===== src/rtl/qpc_pkg.sv =====
package qpc_pkg;

  typedef enum logic [1:0] {
    MODE_SINGLE = 2'd0,
    MODE_X1     = 2'd1,
    MODE_X2     = 2'd2,
    MODE_X4     = 2'd3
  } qpc_mode_e;

  // strobes from the decode control to the counting datapath
  typedef struct packed {
    logic live;   // enable is high this clock
    logic inc;    // add one
    logic dec;    // subtract one
    logic bad;    // undecodable double change
  } qpc_strobe_t;

endpackage


===== src/rtl/qpc_infilt.sv =====
module qpc_infilt #(
  parameter int FILT_W  = 11,
  parameter int SYNC_N  = 2
) (
  input  logic              clk,
  input  logic              rstN,
  input  logic              rawIn,
  input  logic [FILT_W-1:0] cfgFilt,
  output logic              level
);

  localparam logic [FILT_W-1:0] ONE_F = FILT_W'(1);

  logic [SYNC_N-1:0] syncQ;
  logic              syncLvl;
  logic [FILT_W-1:0] runLen;

  assign syncLvl = syncQ[SYNC_N-1];

  always_ff @(posedge clk or negedge rstN) begin
    if (!rstN) begin
      syncQ  <= '0;
      level  <= 1'b0;
      runLen <= '0;
    end else begin
      syncQ <= {syncQ[SYNC_N-2:0], rawIn};
      if (syncLvl == level) begin
        runLen <= '0;
      end else if (runLen >= cfgFilt) begin
        level  <= syncLvl;
        runLen <= '0;
      end else begin
        runLen <= runLen + ONE_F;
      end
    end
  end

  // a filtered change follows a clock where the synchronized level differed
  p_filt_settle_r9: assert property (@(posedge clk) disable iff (!rstN)
    (level != $past(level)) |-> ($past(syncLvl) != $past(level)));

endmodule


===== src/rtl/qpc_ctrl.sv =====
module qpc_ctrl
  import qpc_pkg::*;
(
  input  logic        clk,
  input  logic        rstN,
  input  logic        en,
  input  logic        aLvl,
  input  logic        bLvl,
  input  qpc_mode_e   mode,
  input  logic        cfgDown,
  output qpc_strobe_t strb
);

  logic aPrev, bPrev;
  logic aRise, aFall, bRise, bFall, aChg, bChg;
  logic up, dn, dbl;

  always_ff @(posedge clk or negedge rstN) begin
    if (!rstN) begin
      aPrev <= 1'b0;
      bPrev <= 1'b0;
    end else begin
      aPrev <= aLvl;
      bPrev <= bLvl;
    end
  end

  assign aChg  = aLvl ^ aPrev;
  assign bChg  = bLvl ^ bPrev;
  assign aRise = aChg & aLvl;
  assign aFall = aChg & ~aLvl;
  assign bRise = bChg & bLvl;
  assign bFall = bChg & ~bLvl;

  always_comb begin
    up  = 1'b0;
    dn  = 1'b0;
    dbl = 1'b0;
    unique case (mode)
      MODE_SINGLE: begin
        up = aRise & ~cfgDown;
        dn = aRise & cfgDown;
      end
      MODE_X1: begin
        up = bRise & aLvl;
        dn = bFall & aLvl;
      end
      MODE_X2: begin
        dbl = aChg & bChg;
        up  = (bRise & aLvl) | (bFall & ~aLvl);
        dn  = (bFall & aLvl) | (bRise & ~aLvl);
      end
      MODE_X4: begin
        dbl = aChg & bChg;
        up  = (aRise & ~bLvl) | (bRise & aLvl) | (aFall & bLvl) | (bFall & ~aLvl);
        dn  = (bRise & ~aLvl) | (aRise & bLvl) | (bFall & aLvl) | (aFall & ~bLvl);
      end
      default: ;
    endcase
  end

  always_comb begin
    strb.live = en;
    strb.bad  = en & dbl;
    strb.inc  = en & up & ~dbl;
    strb.dec  = en & dn & ~dbl;
  end

  // never more than one of count-up, count-down, error in a clock
  p_strobe_excl_r10: assert property (@(posedge clk) disable iff (!rstN)
    $onehot0({strb.inc, strb.dec, strb.bad}));

  // in single-phase mode nothing counts without an A change
  p_single_a_only_r5: assert property (@(posedge clk) disable iff (!rstN)
    (mode == MODE_SINGLE && !aChg) |-> (!strb.inc && !strb.dec));

endmodule


===== src/rtl/qpc_dpath.sv =====
module qpc_dpath
  import qpc_pkg::*;
#(
  parameter int CNT_W = 32
) (
  input  logic             clk,
  input  logic             rstN,
  input  qpc_strobe_t      strb,
  input  logic [CNT_W-1:0] cfgSetVal,
  output logic [CNT_W-1:0] count,
  output logic             cmpHit,
  output logic             seqErr
);

  localparam logic [CNT_W-1:0] ONE_C = CNT_W'(1);

  logic [CNT_W-1:0] nxt;

  always_comb begin
    nxt = count;
    if (strb.inc)      nxt = count + ONE_C;
    else if (strb.dec) nxt = count - ONE_C;
  end

  always_ff @(posedge clk or negedge rstN) begin
    if (!rstN) begin
      count  <= '0;
      cmpHit <= 1'b0;
      seqErr <= 1'b0;
    end else begin
      count  <= nxt;
      if (strb.live) cmpHit <= ($signed(nxt) >= $signed(cfgSetVal));
      if (strb.bad)  seqErr <= 1'b1;
    end
  end

  // disabled clock leaves count and flag untouched
  p_hold_disabled_r7: assert property (@(posedge clk) disable iff (!rstN)
    !strb.live |=> ($stable(count) && $stable(cmpHit)));

  // the ring moves by at most one step per clock, modulo 2^CNT_W
  p_single_step_r6: assert property (@(posedge clk) disable iff (!rstN)
    1'b1 |=> ((count == $past(count)) || (count == $past(count) + ONE_C)
              || (count == $past(count) - ONE_C)));

  // error bit is sticky
  p_err_sticky_r10: assert property (@(posedge clk) disable iff (!rstN)
    seqErr |=> seqErr);

  // after an enabled clock the flag matches the new count
  p_flag_track_r8: assert property (@(posedge clk) disable iff (!rstN)
    strb.live |=> (cmpHit == ($signed(count) >= $signed($past(cfgSetVal)))));

endmodule


===== src/rtl/qpc_counter.sv =====
module qpc_counter
  import qpc_pkg::*;
#(
  parameter int CNT_W  = 32,
  parameter int FILT_W = 11,
  parameter int SYNC_N = 2
) (
  input  logic              clk,
  input  logic              rstN,
  input  logic              en,
  input  logic              inA,
  input  logic              inB,
  input  logic [1:0]        cfgMode,
  input  logic              cfgDown,
  input  logic [FILT_W-1:0] cfgFilt,
  input  logic [CNT_W-1:0]  cfgSetVal,
  output logic [CNT_W-1:0]  count,
  output logic              cmpHit,
  output logic              seqErr
);

  localparam int N_IN = 2;

  logic [N_IN-1:0] rawIn;
  logic [N_IN-1:0] filtLvl;
  qpc_strobe_t     strb;

  assign rawIn = {inB, inA};

  for (genvar gi = 0; gi < N_IN; gi++) begin : g_in
    qpc_infilt #(
      .FILT_W (FILT_W),
      .SYNC_N (SYNC_N)
    ) i_filt (
      .clk     (clk),
      .rstN    (rstN),
      .rawIn   (rawIn[gi]),
      .cfgFilt (cfgFilt),
      .level   (filtLvl[gi])
    );
  end

  qpc_ctrl i_ctrl (
    .clk     (clk),
    .rstN    (rstN),
    .en      (en),
    .aLvl    (filtLvl[0]),
    .bLvl    (filtLvl[1]),
    .mode    (qpc_mode_e'(cfgMode)),
    .cfgDown (cfgDown),
    .strb    (strb)
  );

  qpc_dpath #(
    .CNT_W (CNT_W)
  ) i_dpath (
    .clk       (clk),
    .rstN      (rstN),
    .strb      (strb),
    .cfgSetVal (cfgSetVal),
    .count     (count),
    .cmpHit    (cmpHit),
    .seqErr    (seqErr)
  );

endmodule


===== config.mk =====
export PLATFORM = sky130hd
export DESIGN_NAME = qpc_counter
export DESIGN_NICKNAME = d
export VERILOG_FILES = /design/src/rtl/qpc_pkg.sv /design/src/rtl/qpc_infilt.sv /design/src/rtl/qpc_ctrl.sv /design/src/rtl/qpc_dpath.sv /design/src/rtl/qpc_counter.sv
export SDC_FILE = /design/constraint.sdc
export NUM_CORES = 1
export LEC_CHECK = 0
export BUFFER_PORTS_ARGS = -buffer_cell sky130_fd_sc_hd__buf_4
export CORE_MARGIN = 2
export CORE_UTILIZATION = 51
export CTS_CLUSTER_DIAMETER = 200
export DETAILED_ROUTE_END_ITERATION = 10
export PLACE_DENSITY_LB_ADDON = 0.3
export SYNTH_ARGS = -nofsm -noshare
export SYNTH_HDL_FRONTEND = slang
export SYNTH_SLANG_ARGS = --single-unit

===== constraint.sdc =====
create_clock -name clk -period 3.8 [get_ports clk]
set_input_delay 0.57 -clock clk [delete_from_list [all_inputs] [get_ports clk]]
set_output_delay 0.57 -clock clk [all_outputs]
set_load 0.02 [all_outputs]

==> results of run 1 <==
-- sequential cells by signal (all words and copies together) (netlist names) --
register and count:
i_dpath.count 32, i_ctrl.bPrev 1, i_dpath.seqErr 1, i_ctrl.aPrev 1, g_in.i_filt.syncQ 4, i_dpath.cmpHit 1, g_in.i_filt.runLen 22, g_in.i_filt.level 2
-- synthesized netlist by cell type (3+ instances only) --
master	instances
a21o_1	6
a21oi_1	26
a32oi_1	3
and2_1	5
and3_1	10
and4_1	4
buf_2	3
clkbuf_1	6
dfrtp_1	64
ha_1	62
inv_1	64
nand2_1	27
nand2b_1	3
nand3_1	23
nand4_1	22
nor2_1	39
nor3_1	6
nor4_1	8
o21ai_0	15
o22ai_1	4
o31ai_1	5
o41ai_1	3
or3_1	3
or4_1	5
xnor2_1	15
xor2_1	36
-- what timing repair did --
item | CTS | global route
hold endpoints to repair | 0 | 0
endpoints found under the setup margin | 1 | 1
pin swaps | 10 | 13
gates cloned | 0 | 1
resized for setup | 8 | 27
setup buffers | 10 | 6
-- kinds of logic (layout without fill, tap and decap cells) --
| family | after synthesis | count (layout) | share of synthesized area |
|---|---|---|---|
| mux | 4 | 4 | 0.00954 |
| simple gates | 169 | 170 | 0.197 |
| fa+ha+maj | 62 | 62 | 0.164 |
| compound gates | 88 | 88 | 0.130 |
| flops | 64 | 64 | 0.339 |
| xor+xnor | 51 | 51 | 0.0946 |
| buf+inv | 77 | 243 | 0.0660 |
-- power by group --
part | leakage [nW] | switching (mW) | total [mW] | internal (mW)
Clock | 0.123 | 0.304 | 0.761 | 0.457
Combinational | 2.50 | 0.675 | 1.23 | 0.557
Sequential | 0.846 | 0.0937 | 0.872 | 0.779
Total | 3.47 | 1.07 | 2.87 | 1.79
-- worst max-delay path by stage --
stage | to | slack (ps) | cells past startpoint
floorplan | i_dpath.cmpHit$_DFFE_PN0P_ | 20 | 18
CTS | i_dpath.cmpHit$_DFFE_PN0P_ | -90 | 13
global placement | i_dpath.cmpHit$_DFFE_PN0P_ | -250 | 15
finish | i_dpath.cmpHit$_DFFE_PN0P_ | -210 | 13
global route | i_dpath.cmpHit$_DFFE_PN0P_ | -320 | 16
detailed placement | i_dpath.cmpHit$_DFFE_PN0P_ | -390 | 14
-- per-stage QoR --
step | area, µm² | instances | TNS, ps | hold slack, ps
2_1_floorplan | 4740 | 515 | 0 | 274
3_3_place_gp | 5910 | 760 | -254 | 346
3_5_place_dp | 5910 | 760 | -393 | 354
4_1_cts | 6270 | 786 | -92.4 | 303
5_1_grt | 6480 | 793 | -321 | 304
6_report | 6480 | 793 | -205 | 309
-- worst max-delay path: cells and delay by family (launching register included) --
family / cells / cell delay [ps]
compound gates: 4 / 750
xor+xnor: 1 / 210
fa+ha+maj: 1 / 290
flops: 1 / 400
simple gates: 7 / 2200
-- metal layers --
metal  global-route usage  wire length [µm]
met1                0.351              5880
met5                    0                 0
met2                0.437              6430
met3               0.0494               994
met4                0.101               378
-- area by class of cell --
cell class	count	area, µm²	area share
multi-input combinational	375	3020	0.466
tap	111	139	0.0214
inverter	64	240	0.0371
clock buffer	10	138	0.0212
sequential	64	1600	0.247
clock inverter	6	115	0.0178
timing repair buffer	163	1220	0.189
==> impl_metrics.tcl, run 1 <==
set metrics [dict create \
    status "complete, but fails checks" \
    violations "setup timing" \
    clk_latency_ps 360 \
    synth_top_area_cell "dfrtp_1" \
    via_count 4674 \
    cp_cell_sequence "or4_4, or3_4, nor4b_4, nand4_1, a21oi_2, xor2_1, ha_1, nand4_1, nor2_1, a22o_1, or4_4, a2111oi_4, a311oi_1" \
    wl_um 13700 \
    numCtsBuffers 9 \
    drtIter0Drc 373 \
    yosysTopAreaCellShare 0.339 \
    final_nets 790 \
    cts.sinks 64 \
    timing.final.crit_share 1.05 \
    yosysUniqueCellTypes 60 \
    yosys_warnings 0 \
    setup_slack_ps -205 \
    critPathMaxStageDelay_ps 540 \
    setup_viol 1 \
    endpoint_kind "flip-flop" \
    drive_above_1_share 0.328 \
    gp_congestion 0.996 \
    core_um2 9110 \
    synth_fp_nets 628 \
    syn_avg_cell_area_um2 9.17 \
    relSlewSlack 0.430 \
    p_per_area_nw_per_um2 442 \
    hold_buffers 0 \
    synthTopCellsByArea "dfrtp_1 34%, ha_1 16%, xor2_1 6.7%" \
    rsz0062_at_grt "true" \
    floorplan.die_area_um2 10000 \
    crit_required_ps 4030 \
    rr_endpoint "i_dpath.cmpHit$_DFFE_PN0P_" \
    ir_worst_vdd_v 0.000380 \
    power.leakage_nw 3.47 \
    utilization 0.711 \
    grt_max_degree 65 \
    worst_pin_slew_ps 856 \
    slew_viol_final 0 \
    io_buffers 84 \
    layout_commonest_cell "buf_4" \
    grt_overflow 0 \
    fp-row-count 35 \
    fp.dieH_um 100 \
    place_hpwl_um 9680 \
    path_class "flip-flop to flip-flop" \
    synth_edf_count 0 \
    syn_to_final_growth_pct 37.2 \
    synthArstFlopShare 1.00 \
    cts-root-buf "clkbuf_8" \
    wl_per_cell_um 17.3 \
    hold_violations 0 \
    die_x_um 100 \
    rr_worst_depth 13 \
    start_util 0.518 \
    post-place-ws_ps -393 \
    timing.fmax_mhz 250 \
    rrSetupSlack_ps -210 \
    finClkSkew_ps 12.4 \
    ant_nets 0 \
    max_cap_viol_count 0 \
    synth-seq-cells 64 \
    clockBufferDepth 2 \
    synth_area_um2 4720 \
    critPathArrivalTime_ps 4230 \
    yosysSeqAreaShare 0.339 \
    hold_class "input pin to async pin" \
    finalPower_mw 2.87 \
    grt_pass1_vias 4610 \
    r2r-start "i_dpath.count[19]$_DFF_PN0_" \
    cpMaxStageDelayCell "or4_4" \
    crit_start "i_dpath.count[19]$_DFF_PN0_" \
    clk_pin_slew_ps 80 \
    n_fill_cell 649 \
    grt_pass1_wl_um 21300 \
    synthCells 515 \
    num_antenna_cells 0 \
    dr.pass1.iters 5 \
    htreeDepth 3 \
    gr-usage-all-layers 0.267 \
    worstSetupStartpointType "flip-flop" \
    antenna_found_initial 0 \
    drc 0 \
    layout_common_cells "163 x buf_4, 64 x inv_1, 64 x dfrtp_1" \
    crit_path_max_fanout 4 \
    ios 85 \
    tritoncts "built" \
    synth_flop_cell "dfrtp_1" \
    routed_via_density 5.89 \
    period_minus_slack_ps 4010 \
]
(Power assumes the default switching activity.)
==> inputs of run 2 (changes only) <==
RECOVER_POWER = 100   (was unset)
==> run 2 against run 1 <==
  * Worst hold slack gained 26 ps
  * Cell count unchanged
  * Die area unchanged
  * Flip-flop and latch count unchanged
  * The flow finishes with violations (capacitance limit, slew limit, setup timing)
  * Critical path depth unchanged
  * Count of clock-buffer cells in the layout unchanged
  * Global-route usage stayed put
  * First-iteration DRC count decreased by 5.9%
  * Combinational power hardly changed
  * Highest routed layer unchanged
  * Final area fell by 0.39%
==> impl_metrics.tcl, run 2 (synthesis results as in run 1) <==
set metrics [dict create \
    grt_max_degree 65 \
    hold_class "input pin to flip-flop" \
    critPathBufInv 0 \
    routed_via_density 5.87 \
    dr.pass1.iters 5 \
    hold_violations 0 \
    status "complete, but fails checks" \
    grt_pass1_wl_um 21300 \
    p_per_area_nw_per_um2 444 \
    drtIter0Drc 351 \
    timing.final.crit_share 1.05 \
    dp.cells 760 \
    clk_latency_ps 360 \
    final_nets 790 \
    wl_per_cell_um 17.4 \
    period_minus_slack_ps 3990 \
    critPathArrivalTime_ps 4220 \
    crit_path_max_fanout 4 \
    numCtsBuffers 9 \
    fp.dieH_um 100 \
    worstSetupStartpointType "flip-flop" \
    power_switching_share 0.375 \
    wl_um 13800 \
    violations "capacitance limit, slew limit, setup timing" \
    gp_congestion 0.996 \
    power.leakage_nw 3.44 \
    worst_pin_slew_ps 1690 \
    num_antenna_cells 0 \
    endpoint_kind "flip-flop" \
    floorplan.die_area_um2 10000 \
    clk_pin_slew_ps 90 \
    via_count 4656 \
    cp_cell_sequence "or4_4, or3_4, nor4b_4, nand4_1, a21oi_2, xor2_1, ha_1, nand4_1, nor2_1, a22o_1, or4_4, a2111oi_4, a311oi_1" \
    internal-power_mw 1.79 \
    htreeDepth 3 \
    max_cap_viol_count 1 \
    ir_worst_vdd_v 0.000380 \
    path_class "flip-flop to flip-flop" \
    tritoncts "built" \
    layout_common_cells "154 x buf_4, 64 x inv_1, 64 x dfrtp_1" \
    syn_to_final_growth_pct 36.7 \
    fp-row-count 35 \
    slew_viol_final 65 \
    drive_above_1_share 0.320 \
    timing.fmax_mhz 251 \
    p_clk_frac 0.266 \
    place_hpwl_um 9680 \
    cpMaxStageDelayCell "or4_4" \
    gr-usage-all-layers 0.267 \
    grt_overflow 0 \
    start_util 0.518 \
    hold_buffers 0 \
    rsz0062_at_grt "true" \
    cp_top_family "simple AND/OR/NAND/NOR gates" \
    largest_register "i_dpath.count" \
    setup_slack_ps -189 \
    antenna_found_initial 0 \
    die_x_um 100 \
    crit_required_ps 4030 \
    cts.sinks 64 \
    post-place-ws_ps -393 \
    core_um2 9110 \
    finClkSkew_ps 12.2 \
    critPathMaxStageDelay_ps 540 \
    layout_commonest_cell "buf_4" \
    setup_viol 1 \
    ios 85 \
    largest_reg_flops 32 \
    cts-root-buf "clkbuf_8" \
    clockBufferDepth 2 \
    reg_top3 "i_dpath.count (32), g_in.i_filt.runLen (22), g_in.i_filt.syncQ (4)" \
    fin_setup_tns_ps -189 \
    final_cells 793 \
    ant_nets 0 \
    io_buffers 84 \
    relSlewSlack -0.125 \
    comb_power_share 0.430 \
    switching_power_mw 1.08 \
    drc 0 \
    seqPwrFrac 0.304 \
    grt_pass1_vias 4610 \
]
run 2: cell types whose count changed in the layout (fill, tap and decap cells not counted):
cell      before  now
buf_4        163  154
clkbuf_1       0    5
clkbuf_4       0    2
buf_1          0    1
clkbuf_2       0    1
run 2: final timing paths:
kind                                              startpoint                                  to  slack [ps]  depth (start not counted)
max in group asynchronous                               rstN         i_dpath.count[31]$_DFF_PN0_        2150                          1
max reg2reg                      i_dpath.count[19]$_DFF_PN0_          i_dpath.cmpHit$_DFFE_PN0P_        -190                         13
min reg2reg                g_in[0].i_filt.syncQ[0]$_DFF_PN0_   g_in[0].i_filt.syncQ[1]$_DFF_PN0_         380                          0
max                              i_dpath.count[19]$_DFF_PN0_          i_dpath.cmpHit$_DFFE_PN0P_        -190                         13
min in group asynchronous                               rstN  g_in[1].i_filt.runLen[9]$_DFF_PN0_         640                          1
min                                                      inA   g_in[0].i_filt.syncQ[0]$_DFF_PN0_         330                          1
run 2: layer usage:
metal	vias up	routed length (µm)	GRT usage	share of wire
li1	2157	-	-	-
met1	2260	6030	0.351	0.44
met2	198	6440	0.437	0.47
met3	41	947	0.0494	0.069
met4	0	357	0.101	0.026
met5	-	0	0	0
run 2: area by class of cell:
cell class,count,area (µm²)
inverter,64,240
clock inverter,6,115
fill,653,2660
timing repair buffer,163,1200
tap,111,139
multi-input combinational,375,3020
clock buffer,10,138
sequential,64,1600
run 2: timing repair:
item | CTS | global route
cloned | 0 | 1
setup endpoints to repair | 1 | 1
buffers inserted | 10 | 6
pin swaps | 10 | 13
gates resized for setup | 8 | 27
run 2: worst register-to-register path: stages (launching register included):
cell       delay [ps]
dfrtp_1           400
or4_4             540
or3_4             360
nor4b_4           330
nand4_1           240
a21oi_2           230
xor2_1            210
ha_1              300
nand4_1           210
nor2_1             70
a22o_1            210
or4_4             450
a2111oi_4         210
a311oi_1           90
run 2: metrics by stage:
| step | utilization | cell area (µm²) | total power [mW] | hold WS (ps) |
|---|---|---|---|---|
| global route | 0.709 | 6450 | 3.01 | 325 |
| finish | 0.709 | 6450 | 2.87 | 335 |
| floorplan | - | 4740 | 1.49 | 274 |
| CTS | 0.689 | 6270 | 2.83 | 303 |
| global placement | 0.648 | 5910 | 2.01 | 346 |
| detailed placement | 0.648 | 5910 | 2.03 | 354 |
run 2: power groups by stage:
stage	registers (mW)	clock network, mW	logic, mW
6_report	0.872	0.762	1.23
5_1_grt	0.884	0.795	1.33
4_1_cts	0.865	0.774	1.19
3_5_place_dp	0.873	0	1.16
3_3_place_gp	0.873	0	1.14
2_1_floorplan	1.01	0	0.483
==> inputs of run 3 (changes only) <==
BUFFER_PORTS_ARGS = -buffer_cell sky130_fd_sc_hd__buf_2   (was -buffer_cell sky130_fd_sc_hd__buf_4)
==> run 3 against run 2 <==
  * The run still ends with capacitance limit, slew limit, setup timing left
  * Cell count grew 0.76%
  * Wire length fell by 4.7%
  * Clock skew increased by 0.60 ps
  * Flip-flop and latch count stayed put
  * Non-clock buffer count up 6
  * Die area unchanged
  * Global-route usage up 0.54 points
  * Register-to-register slack about the same
  * Combinational power decreased by 9%
  * Critical path type unchanged
  * Largest power group unchanged
==> impl_metrics.tcl, run 3 (synthesis results as in run 1) <==
set metrics [dict create \
    endpoint_kind "flip-flop" \
    htreeDepth 3 \
    critPathMaxStageDelay_ps 430 \
    relSlewSlack -0.0975 \
    p_per_area_nw_per_um2 423 \
    slew_viol_final 31 \
    internal-power_mw 1.53 \
    grt_pass1_wl_um 21600 \
    floorplan.die_area_um2 10000 \
    regArea_um2 1600 \
    cp_cell_sequence "inv_1, ha_1, mux2_1, a211oi_2, or3_4, buf_4, nand4_1, a21oi_2, xor2_1, ha_1, nand4_1, nor2_1, a22o_1, or4_4, a2111oi_2, a311oi_1" \
    num_antenna_cells 0 \
    setup_slack_ps -183 \
    grt_max_degree 31 \
    drive_above_1_share 0.267 \
    via_count 4600 \
    antenna_found_initial 0 \
    n_fill_cell 781 \
    clockBufferDepth 2 \
    wl_um 13100 \
    die_x_um 100 \
    crit_path_max_fanout 5 \
    ant_nets 0 \
    final_nets 796 \
    crit_required_ps 4030 \
    power_switching_share 0.406 \
    p_clk_frac 0.227 \
    post-place-ws_ps -471 \
    largest_reg_flops 32 \
    worst_pin_slew_ps 1650 \
    tritoncts "built" \
    worstSetupStartpointType "flip-flop" \
    routed_via_density 5.76 \
    numCtsBuffers 9 \
    comb_power_share 0.436 \
    violations "capacitance limit, slew limit, setup timing" \
    hold_violations 0 \
    timing.final.crit_share 1.05 \
    fp.dieH_um 100 \
    drtIter0Drc 238 \
    cpMaxStageDelayCell "or4_4" \
    gp_congestion 0.918 \
    wl_per_cell_um 16.4 \
    critPathArrivalTime_ps 4210 \
    layout_commonest_cell "buf_4" \
    hold_class "input pin to flip-flop" \
    start_util 0.518 \
    clk_pin_slew_ps 80 \
    place_hpwl_um 9920 \
    path_class "flip-flop to flip-flop" \
    max_cap_viol_count 2 \
    timing.fmax_mhz 251 \
    multi_input_area_um2 2950 \
    power.leakage_nw 3.24 \
    layout_common_cells "77 x buf_4, 64 x inv_1, 64 x dfrtp_1" \
    setup_viol 1 \
    cts.sinks 64 \
    clk_latency_ps 350 \
    grt_overflow 0 \
    io_buffers 84 \
    syn_to_final_growth_pct 29.3 \
    cts-root-buf "clkbuf_8" \
    ios 85 \
    core_um2 9110 \
    finClkSkew_ps 12.8 \
    switching_power_mw 1.05 \
    period_minus_slack_ps 3980 \
    ir_worst_vdd_v 0.000315 \
    dr.pass1.iters 5 \
    gr-usage-all-layers 0.272 \
    rsz0062_at_grt "true" \
    critPathBufInv 2 \
    status "complete, but fails checks" \
    grt_pass1_vias 4595 \
    finalPower_mw 2.58 \
    largest_register "i_dpath.count" \
    cp_top_family "simple AND/OR/NAND/NOR gates" \
    reg_top3 "i_dpath.count (32), g_in.i_filt.runLen (22), g_in.i_filt.syncQ (4)" \
    drc 0 \
    fp-row-count 35 \
    seqPwrFrac 0.338 \
]
-- run 3: cell types whose count changed in the layout (fill, tap and decap cells not counted), sizes merged --
cell      before  now
inv           65   64
bufinv         3    1
buf          155  131
clkbuf        18   48
clkinv         1    3
clkinvlp       1    2
-- run 3: per-layer routing --
metal | global-route usage | share of wire | up-vias
met3 | 0.0474 | 0.065 | 26
met5 | 0 | 0 | -
met2 | 0.458 | 0.49 | 191
met1 | 0.350 | 0.43 | 2213
met4 | 0.102 | 0.018 | 0
li1 | - | - | 2170
-- run 3: final cells by class --
cell class	count	share of cell area
Clock buffer	10	0.0209
Clock inverter	6	0.00984
Inverter	64	0.0394
Multi-Input combinational cell	375	0.482
Sequential cell	64	0.262
Tap cell	111	0.0228
Timing Repair Buffer	169	0.162
-- run 3: power groups by stage --
stage          clock (mW)  combinational, mW  sequential [mW]
6_report            0.584               1.12            0.871
4_1_cts             0.599               1.14            0.867
2_1_floorplan           0              0.483             1.01
5_1_grt             0.621               1.23            0.885
3_3_place_gp            0               1.06            0.871
3_5_place_dp            0               1.09            0.874
-- run 3: repair_timing --
action / 4_1_cts / 5_1_grt
setup endpoints to repair: 1 / 1
hold buffers: 0 / 0
gates resized for setup: 15 / 7
buffers inserted: 10 / 5
pin swaps: 15 / 7
gates cloned: 1 / 0
-- run 3: final timing paths --
| check | startpoint | end | slack (ps) | depth (start not counted) |
|---|---|---|---|---|
| worst max register to register | g_in[1].i_filt.level$_DFFE_PN0P_ | i_dpath.cmpHit$_DFFE_PN0P_ | -180 | 16 |
| worst max-delay path | g_in[1].i_filt.level$_DFFE_PN0P_ | i_dpath.cmpHit$_DFFE_PN0P_ | -180 | 16 |
| worst min register to register | g_in[0].i_filt.syncQ[0]$_DFF_PN0_ | g_in[0].i_filt.syncQ[1]$_DFF_PN0_ | 360 | 0 |
| max in group asynchronous | rstN | i_dpath.count[9]$_DFF_PN0_ | 1070 | 2 |
| worst min-delay path | inA | g_in[0].i_filt.syncQ[0]$_DFF_PN0_ | 330 | 1 |
| min in group asynchronous | rstN | g_in[1].i_filt.runLen[9]$_DFF_PN0_ | 630 | 1 |
-- run 3: per-stage QoR --
stage                     area, µm²  hold WS, ps   util  setup TNS [ps]  cells
after CTS                      6090          264  0.668            -140    794
after detailed placement       5750          348  0.631            -471    767
after global routing           6100          317  0.670            -371    799
after floorplan                4740          274      -               0    515
after global placement         5750          344  0.631            -261    767
final                          6100          325  0.670            -183    799
